`src/rtl/reset_oneshot_pkg.sv`:
```
package reset_oneshot_pkg;

    typedef enum logic [1:0] {
        PH_FAIL  = 2'd0,
        PH_COUNT = 2'd1,
        PH_RUN   = 2'd2
    } phase_t;

    typedef struct packed {
        logic wdog;
        logic wake_slow;
    } trig_t;

    function automatic trig_t decode_trig(input logic wdog_in,
                                          input logic wake_in,
                                          input logic delay_en);
        trig_t t;
        t.wdog      = wdog_in;
        t.wake_slow = wake_in & delay_en;
        return t;
    endfunction

    function automatic logic any_restart(input trig_t t);
        return t.wdog | t.wake_slow;
    endfunction

endpackage

```
`src/rtl/reset_oneshot_trig.sv`:
```
module reset_oneshot_trig
    import reset_oneshot_pkg::*;
(
    input  logic wdog_expire,
    input  logic stop_wake,
    input  logic wake_delay_en,
    output logic restart
);
    trig_t trig;

    always_comb begin
        trig    = decode_trig(wdog_expire, stop_wake, wake_delay_en);
        restart = any_restart(trig);
    end
endmodule

```
`src/rtl/reset_oneshot_cnt.sv`:
```
module reset_oneshot_cnt #(
    parameter int DELAY_TICKS = 160
) (
    input  logic clk,
    input  logic clear,
    input  logic inc,
    output logic at_end
);
    localparam int CW = (DELAY_TICKS > 1) ? $clog2(DELAY_TICKS) : 1;
    localparam logic [CW-1:0] LAST = CW'(DELAY_TICKS - 1);

    logic [CW-1:0] cnt;

    always_ff @(posedge clk) begin
        if (clear)
            cnt <= '0;
        else if (inc)
            cnt <= cnt + 1'b1;
    end

    assign at_end = (cnt == LAST);
endmodule

```
`src/rtl/reset_oneshot_seq.sv`:
```
module reset_oneshot_seq
    import reset_oneshot_pkg::*;
(
    input  logic clk,
    input  logic rst,
    input  logic pwr_ok,
    input  logic restart,
    input  logic at_end,
    output logic clear,
    output logic inc,
    output logic hold_rst,
    output logic settle_done
);
    phase_t phase, phase_nxt;

    always_comb begin
        phase_nxt = phase;
        clear     = 1'b0;
        inc       = 1'b0;
        if (rst || !pwr_ok) begin
            phase_nxt = PH_FAIL;
            clear     = 1'b1;
        end else begin
            case (phase)
                PH_FAIL: begin
                    phase_nxt = PH_COUNT;
                    clear     = 1'b1;
                end
                PH_COUNT: begin
                    if (restart)
                        clear = 1'b1;
                    else if (at_end)
                        phase_nxt = PH_RUN;
                    else
                        inc = 1'b1;
                end
                PH_RUN: begin
                    if (restart) begin
                        phase_nxt = PH_COUNT;
                        clear     = 1'b1;
                    end
                end
                default: begin
                    phase_nxt = PH_FAIL;
                    clear     = 1'b1;
                end
            endcase
        end
    end

    always_ff @(posedge clk) begin
        phase <= phase_nxt;
    end

    assign hold_rst    = (phase != PH_RUN);
    assign settle_done = (phase == PH_RUN);
endmodule

```
`src/rtl/reset_oneshot.sv`:
```
module reset_oneshot #(
    parameter int DELAY_TICKS = 160
) (
    input  logic clk,
    input  logic rst,
    input  logic pwr_ok,
    input  logic stop_wake,
    input  logic wdog_expire,
    input  logic wake_delay_en,
    output logic hold_rst,
    output logic settle_done
);
    logic restart;
    logic clear;
    logic inc;
    logic at_end;

    reset_oneshot_trig u_trig (
        .wdog_expire  (wdog_expire),
        .stop_wake    (stop_wake),
        .wake_delay_en(wake_delay_en),
        .restart      (restart)
    );

    reset_oneshot_cnt #(.DELAY_TICKS(DELAY_TICKS)) u_cnt (
        .clk   (clk),
        .clear (clear),
        .inc   (inc),
        .at_end(at_end)
    );

    reset_oneshot_seq u_seq (
        .clk        (clk),
        .rst        (rst),
        .pwr_ok     (pwr_ok),
        .restart    (restart),
        .at_end     (at_end),
        .clear      (clear),
        .inc        (inc),
        .hold_rst   (hold_rst),
        .settle_done(settle_done)
    );
endmodule

```
`config.mk`:
```
export PLATFORM = sky130hd
export DESIGN_NAME = reset_oneshot
export DESIGN_NICKNAME = d
export VERILOG_FILES = /design/src/rtl/reset_oneshot_pkg.sv /design/src/rtl/reset_oneshot_trig.sv /design/src/rtl/reset_oneshot_cnt.sv /design/src/rtl/reset_oneshot_seq.sv /design/src/rtl/reset_oneshot.sv
export SDC_FILE = /design/constraint.sdc
export NUM_CORES = 1
export LEC_CHECK = 0
export BUFFER_PORTS_ARGS = -buffer_cell sky130_fd_sc_hd__buf_2
export CAP_MARGIN = 5
export CORE_MARGIN = 4
export CORE_UTILIZATION = 30
export DETAILED_ROUTE_END_ITERATION = 7
export GPL_ROUTABILITY_DRIVEN = 0
export PLACE_DENSITY = 0.47
export SLEW_MARGIN = 20
export SYNTH_ARGS = -nofsm -noshare
export SYNTH_HDL_FRONTEND = slang
export SYNTH_SLANG_ARGS = --single-unit
```
`constraint.sdc`:
```
create_clock -name clk -period 4.7 [get_ports clk]
set_input_delay 0.47 -clock clk [delete_from_list [all_inputs] [get_ports clk]]
set_output_delay 0.47 -clock clk [all_outputs]
set_load 0.1 [all_outputs]
```
==> metrics.md, run 1 <==
| Metric | Value |
|---|---|
| Vias/cell | 4.703 |
| RSZ-0062 raised after global routing | false |
| Number of global-route vias before repair | 441 |
| Clk slew on worst S/H paths | 0.06 ns |
| Setup TNS | 0 ns |
| Setup WS pre-CTS | 2.888 ns |
| Crit path to | hold_rst |
| Initial antenna violation count | 0 |
| Fraction of layout cells with a size suffix above 1 | 21.05% |
| CTS Buffer Depth | 2 |
| # H-tree levels | 1 |
| Netlist cell types | 23 |
| Chip width | 51.99 um |
| Hold Violations, Final | 0 |
| Crit Reg-Reg Startpoint | u_cnt.cnt[0] |
| Gate Count Post-Synth | 66 |
| Post_cts resized | 0 |
| Worst Max-Slew Pin Slew | 0.4862 ns |
| Leading area contributor after synthesis | dfxtp_1 |
| Setup violators final | 0 |
| Slowest CP cell | dfxtp_1 |
| Hold-fix buffers at CTS | 0 |
| Max-slew violations | 0 |
| Synth async-reset ratio | 0% |
| Top_reg_cell synth | dfxtp_1 |
| Final worst setup slack | 2.763 ns |
| Die area | 2703 um2 |
| Syn. warnings | 0 |
| DRC | 0 |
| Sw Ratio | 25.65% |
| Core area | 1783 um2 |
| FF-to-FF setup slack | 2.97 ns |
| Final Cycle Share | 41.21% |
| Critical Path Sink Type | output pin |
| Cell mode on critical path | inv_1 |
| Register-to-Register Path Depth | 5 |
| Net Sw Power | 42.99 uW |
| Overall Global Routing Usage | 9.222% |
| Pin count of the biggest net entering global routing | 9 |
| CTS tree | done |
| Status | completed |
| Synthesized flop and latch total | 10 |
| Fmax | 516.3 MHz |
| Max_slew headroom | 67.81% |
| CTS sink cnt | 10 |
| RR Endpoint | u_cnt.cnt[7] |
| Post-synth top area share | 34.48% |
| Pwr per Cell Area | 250.3 nW/um2 |
| Post-CTS Setup Bufs | 0 |
| Diode count | 0 |
| Commonest cells in the netlist | dfxtp_1 (10), nand2_1 (8), nor2_1 (7), ha_1 (6) |
| Grt ovf | 0 |
| Worst setup startpoint | u_seq.phase[0] |
| Synth Net Count | 78 |
| # IOs | 8 |
| Layout area overhead | 15.30% |
| Synthesized cell area | 580.6 um2 |
| Buffers added on ports | 7 |
| Combinational share of power | 14.1% |
| Pre-antenna DRT Iters | 4 |
| Clock share of power | 33.5% |
| Initial core utilization | 32.56% |
| Max-cap violations | 0 |
| Crit path largest cell delay | 0.41 ns |
| Tmin final | 1.937 ns |
| Clk_skew | 0.0006025 ns |
| Hpwl dp | 821.7 um |
| Critical path class | register to output pin |
| Worst-path fanout max | 5 |
| Row Count | 15 |
| CTS Buf Count | 3 |
| Leak Pwr | 0.0002533 uW |
| Remaining antenna violation count after routing | 0 |
| Worst Setup Start Kind | register |
| Post-Syn Area per Cell | 8.796 um2 |
| WL/cell | 10.50 um |
| Seq pwr share | 52.4% |
| Final nets | 90 |
| Critical Path RT | 4.23 ns |
| Seq/Total Area, Yosys | 34.48% |
| Worst EP arrival | 1.47 ns |
| VDD IR max | 159.7 uV |
| Global-route wire length before repair | 1.807 mm |
| Vias | 475 |
| Root Buffer | clkbuf_4 |
| Worst min path class | register to register |
| Number of synthesized flops with an enable pin | 0 |
| Routed wire length | 1.060 mm |
| Initial DRC count | 9 |
| Most instantiated library cell after synthesis | dfxtp_1 |
| Skew-Pair Late Insertion Delay | 0.26 ns |
| Synth area leaders | dfxtp_1 (34%), ha_1 (13%), mux2i_1 (5.2%), nand2_1 (5.2%), nor2_1 (4.5%) |
| Internal power component | 124.6 uW |
| Die Y-Extent | 51.99 um |
| CP Cell Sequence | inv_1 > ha_1 > inv_1 > buf_2 |
-- kinds of logic after synthesis --
kind of cell,Yosys count,share of synthesized area [%]
AOI/OAI and AO/OA,12,13.58
muxes,3,5.173
buffers and inverters,5,3.233
adders and majority gates,6,12.93
DFF,10,34.48
xor gates and xnor gates,4,6.036
and+or+nand+nor,26,24.57
-- final cells by class --
type	count	area, um2
multi-input combinational	51	361.6
tap	25	31.28
timing repair buffer	7	35.03
fill	189	1114
sequential	10	200.2
clock buffer	3	22.52
inverter	5	18.77
-- metal layers --
metal  part of all wire [%]  vias to the layer above  global-route usage (%)
li1                       -                      252                       -
met1                     49                      211                   11.01
met2                     44                       10                   14.02
met3                    5.8                        2                   5.158
met4                    1.0                        0                   2.620
met5                      0                        -                       0
-- how the worst min path moves through the flow --
stage,startpoint,endpoint,slack [ns],depth (start not counted)
after floorplan,u_cnt.cnt[7],u_cnt.cnt[7],0.45,2
after global placement,u_cnt.cnt[7],u_cnt.cnt[7],0.47,2
after detailed placement,u_cnt.cnt[7],u_cnt.cnt[7],0.47,2
after CTS,u_cnt.cnt[7],u_cnt.cnt[7],0.48,2
after global routing,u_cnt.cnt[7],u_cnt.cnt[7],0.53,2
final,u_cnt.cnt[7],u_cnt.cnt[7],0.48,2
-- critical path: cells and delay by family, from the launching register on --
kind	cells	cell delay [ns]
fa+ha+maj	1	0.24
buf+inv	3	0.55
flops	1	0.41
-- through the flow --
step,cell area (um2),instances,power (uW),hold WS (ns),util (%)
6_report,669.4,101,167.6,0.4774,37.54
5_1_grt,669.4,101,179.1,0.5346,37.54
4_1_cts,669.4,101,171.2,0.4807,37.54
3_5_place_dp,646.9,98,113.6,0.4693,36.28
3_3_place_gp,646.9,98,113.9,0.4669,36.28
2_1_floorplan,580.6,66,108.1,0.4476,-
-- power by group through the flow --
stage	clock [uW]	sequential, uW	combinational [uW]
floorplan	0	89.2	18.8
global placement	0	89.7	24.2
detailed placement	0	89.6	23.9
CTS	59.4	87.7	24.1
global route	65.2	87.7	26.2
finish	56.1	87.8	23.7
-- state kept, by name, indices dropped and copies added (netlist names) --
signal       cells
u_seq.phase      2
u_cnt.cnt        8
-- cell usage in the layout, fill, tap and decap left out --
cell,netlist,layout
xnor2_1,1,1
and3b_1,1,1
mux2i_1,3,3
ha_1,6,6
or3_2,1,1
clkbuf_4,0,3
o31ai_1,2,2
dfxtp_1,10,10
a211o_2,1,1
buf_2,0,7
o211ai_1,1,1
nand4_1,3,3
a21oi_1,5,5
inv_1,5,5
o21ai_0,1,1
and3_2,1,1
or4_1,2,2
nor2_1,7,7
a21o_2,1,1
and2b_4,1,1
nand3_1,1,1
a21o_1,1,1
nand2_1,8,8
xor2_1,3,3
and4b_4,1,1
No activity file was read; power rests on OpenSTA's default activity.
==> run 2: changes to the inputs <==
--- a/config.mk
+++ b/config.mk
@@ -5,13 +5,14 @@
 export SDC_FILE = /design/constraint.sdc
 export NUM_CORES = 1
 export LEC_CHECK = 0
+export ABC_AREA = 1
 export BUFFER_PORTS_ARGS = -buffer_cell sky130_fd_sc_hd__buf_2
 export CAP_MARGIN = 5
 export CORE_MARGIN = 4
 export CORE_UTILIZATION = 30
 export DETAILED_ROUTE_END_ITERATION = 7
 export GPL_ROUTABILITY_DRIVEN = 0
-export PLACE_DENSITY = 0.47
+export PLACE_DENSITY = 0.46
 export SLEW_MARGIN = 20
 export SYNTH_ARGS = -nofsm -noshare
 export SYNTH_HDL_FRONTEND = slang
==> constraint.sdc (replaced) <==
create_clock -name clk -period 1.8 [get_ports clk]
set_input_delay 0.18 -clock clk [delete_from_list [all_inputs] [get_ports clk]]
set_output_delay 0.18 -clock clk [all_outputs]
set_load 0.1 [all_outputs]
==> run 2 against run 1 <==
- sequential share of layout area shrank 5.8 points
- wire length grew 35%
- clock-buffer cell count grew 1
- synthesized cell count grew 64%
- power grew to 3.2 times the previous value
- non-clock buffer count is the same
- cell count grew 46%
- synthesized area grew 22%
- critical endpoint unchanged
- combinational power grew to 4.2 times the previous value
- largest power group unchanged
- setup slack lost 2.5 ns
==> metrics.md, run 2 <==
| Metric | Value |
|---|---|
| Synth Net Count | 120 (+54%) |
| Number of global-route vias before repair | 659 (+49%) |
| Register-to-Register Path Depth | 6 (+1) |
| Fraction of layout cells with a size suffix above 1 | 23.53% (+2.5 points) |
| Tmin final | 1.546 ns |
| Clk slew on worst S/H paths | 0.07 ns (about the same) |
| Initial antenna violation count | 0 (unchanged) |
| Worst hold path depth | 6 (+4) |
| Initial DRC count | 10 (+1) |
| FF-to-FF setup slack | 0.37 ns (-2.60 ns) |
| Routed wire length | 1.430 mm (+35%) |
| Layout area overhead | 17.99% |
| Netlist cell types | 21 (-8.7%) |
| Final worst setup slack | 0.2541 ns (-2.509 ns) |
| Buffers added on ports | 7 (unchanged) |
| Fmax | 646.9 MHz |
| Most common cell after layout, fill and taps aside | nor2_1 |
| Seq/Total Area, Yosys | 28.22% (-6.3 points) |
| Leading area contributor after synthesis | dfxtp_1 |
| Commonest cells in the netlist | nor2_1 (25), nand2_1 (22), inv_1 (17), dfxtp_1 (10), nand3_1 (7) |
| Synth async-reset ratio | 0% (unchanged) |
| Top_reg_cell synth | dfxtp_1 |
| RSZ-0062 raised after global routing | false |
| Top flop regs | u_cnt.cnt x8, u_seq.phase x2 |
| Critical Path RT | 1.62 ns (-2.61 ns) |
| Chip width | 56.63 um (+8.9%) |
| GRT Max-Usage Layer | met2 |
| Final Core Density | 37.48% (-0.065 points) |
| Die area | 3207 um2 (+19%) |
| # IOs | 8 (unchanged) |
| Worst EP arrival | 1.37 ns (-0.10 ns) |
| Met2 usage | 18.15% (+4.1 points) |
| Worst-path fanout max | 5 (unchanged) |
| Hold Violations, Final | 0 (unchanged) |
| Critical path class | register to output pin |
| Final Cycle Share | 85.89% |
| Core area | 2233 um2 (+25%) |
| Setup TNS | 0 ns (unchanged) |
| Hold Crit Start | wdog_expire |
| Placed cells | 143 (+46%) |
| Row Count | 17 (+2) |
| RR Endpoint | u_seq.phase[1] |
| Initial core utilization | 31.76% (-0.80 points) |
| Post-synth top area share | 28.22% (-6.3 points) |
| Non-Filler Instances | 147 (+46%) |
| Max-cap violations | 0 (unchanged) |
| Largest family of logic cells by synthesized area | simple AND/OR/NAND/NOR gates |
| Pin count of the biggest net entering global routing | 8 (-1) |
| Vias/cell | 4.340 (-7.7%) |
| Mux share of post-synthesis cell area | 0% (-5.2 points) |
| Post-CTS Setup Bufs | 0 (unchanged) |
| Adder-Cell Fraction of Synth Area | 10.58% (-2.3 points) |
| Synthesized flop and latch total | 10 (unchanged) |
| CTS tree | done |
| VDD IR max | 403.5 uV (+150%) |
| Worst min path class | input pin to register |
| Die Y-Extent | 56.63 um (+8.9%) |
| Skew-Pair Late Insertion Delay | 0.28 ns (+0.02 ns) |
| Setup violators final | 0 (unchanged) |
| Worst Max-Slew Pin Slew | 0.4867 ns (+0.0005509 ns) |
| Most frequent cells in the layout | nor2_1 (25), nand2_1 (22), inv_1 (15), dfxtp_1 (9) |
| Vias | 638 (+34%) |
| Simple-gate area share of the yosys netlist | 43.92% (+19 points) |
| WL/cell | 9.728 um (-7.3%) |
| Hold Slack | 0.3168 ns (-0.1606 ns) |
| Syn. warnings | 0 (unchanged) |
| Pre-antenna DRT Iters | 3 (-1) |
| Met3 Track Usage GR | 2.759% (-2.4 points) |
| Post_cts resized | 0 (unchanged) |
| Biggest register | u_cnt.cnt |
| Max_slew headroom | 67.78% (about the same) |
| Gate Count Post-Synth | 108 (+64%) |
| Setup WS pre-CTS | 0.3711 ns (-2.517 ns) |
| CTS sink cnt | 10 (unchanged) |
| Final nets | 132 (+47%) |
| Global-route wire length before repair | 2.615 mm (+45%) |
| Synthesized cell area | 709.4 um2 (+22%) |
| Critical Path Sink Type | output pin |
| Status | completed |
| Post-Syn Area per Cell | 6.569 um2 (-25%) |
| Clk_skew | 0.004979 ns (+0.004376 ns) |
| Crit Reg-Reg Startpoint | u_seq.phase[1] |
| Max-slew violations | 0 (unchanged) |
| Root Buffer | clkbuf_4 |
| Overall Global Routing Usage | 10.88% (+1.7 points) |
| XOR/XNOR share of the synthesized area | 0% (-6.0 points) |
| Hold Path End | u_cnt.cnt[3] |
| Worst Setup Start Kind | register |
| Pwr per Cell Area | 650.2 nW/um2 (+160%) |
| Fill cells | 254 (+34%) |
| Hpwl dp | 1.166 mm (+42%) |
| CTS Buf Count | 3 (unchanged) |
| Largest register FFs | 8 (unchanged) |
| Remaining antenna violation count after routing | 0 (unchanged) |
| Grt ovf | 0 (unchanged) |
| Most instantiated library cell after synthesis | nor2_1 |
| # H-tree levels | 1 (unchanged) |
| Leak Pwr | 0.0003512 uW (+39%) |
| Routing usage on met1 | 11.63% (+0.62 points) |
| Number of synthesized flops with an enable pin | 0 (unchanged) |
| Synth area leaders | dfxtp_1 (28%), nor2_1 (13%), nand2_1 (12%), ha_1 (11%), inv_1 (9.0%) |
| Hold-fix buffers at CTS | 0 (unchanged) |
| Complex-gate fraction of the synthesized area | 7.055% (-6.5 points) |
| CTS Buffer Depth | 2 (unchanged) |
| Diode count | 0 (unchanged) |
| DRC | 0 (unchanged) |
==> run 2: changes by cell type after synthesis, moves of 3 or more <==
cell and delta:
nand2_4 +3, mux2i_1 -3, inv_1 +12, nor2_1 +18
nand3_1 +6, a21oi_1 -4, nand2_1 +14, xor2_1 -3
==> run 2: kinds of logic after synthesis <==
| kind of cell | Yosys count |
|---|---|
| AOI/OAI and AO/OA | 7 |
| DFF | 10 |
| adders and majority gates | 6 |
| buffers and inverters | 19 |
| and+or+nand+nor | 66 |
==> run 2: metrics by stage <==
step	power [uW]	cell area (um2)
global placement	337.4	800.8
CTS	558.2	837.1
global route	585.5	837.1
detailed placement	338.1	800.8
finish	544.3	837.1
floorplan	318.2	730.7
==> run 2: how the worst max path moves through the flow <==
stage | end | startpoint | cells after the start
after detailed placement | u_seq.phase[1] | u_seq.phase[1] | 6
after CTS | hold_rst | u_seq.phase[0] | 4
after floorplan | u_seq.phase[0] | u_seq.phase[0] | 9
after global placement | u_seq.phase[1] | u_seq.phase[1] | 6
after global routing | hold_rst | u_seq.phase[0] | 4
final | hold_rst | u_seq.phase[0] | 4
==> run 2: report_power, final <==
part           internal, uW  total [uW]  switching [uW]
clock network           123         213            89.9
logic                  30.7         100            69.8
registers               225         231            5.64
total                   379         544             165
==> run 2: layer usage <==
layer,part of all wire (%),up-vias
met1,47,270
met4,3.6,0
met2,47,6
met3,2.4,5
li1,-,357
met5,0,-
==> run 2: final cells by class <==
| class | instances | area (um2) | area share (%) |
|---|---|---|---|
| timing repair buffer | 7 | 35.03 | 4.185 |
| sequential | 10 | 201.4 | 24.07 |
| inverter | 19 | 76.32 | 9.118 |
| tap | 28 | 35.03 | 4.185 |
| clock buffer | 4 | 36.28 | 4.335 |
| multi-input combinational | 79 | 452.9 | 54.11 |
==> run 2: worst max-delay path, cell delays in order (launching register included) <==
cell	delay, ns
dfxtp_2	0.38
inv_2	0.07
ha_4	0.17
clkinvlp_4	0.06
buf_2	0.41
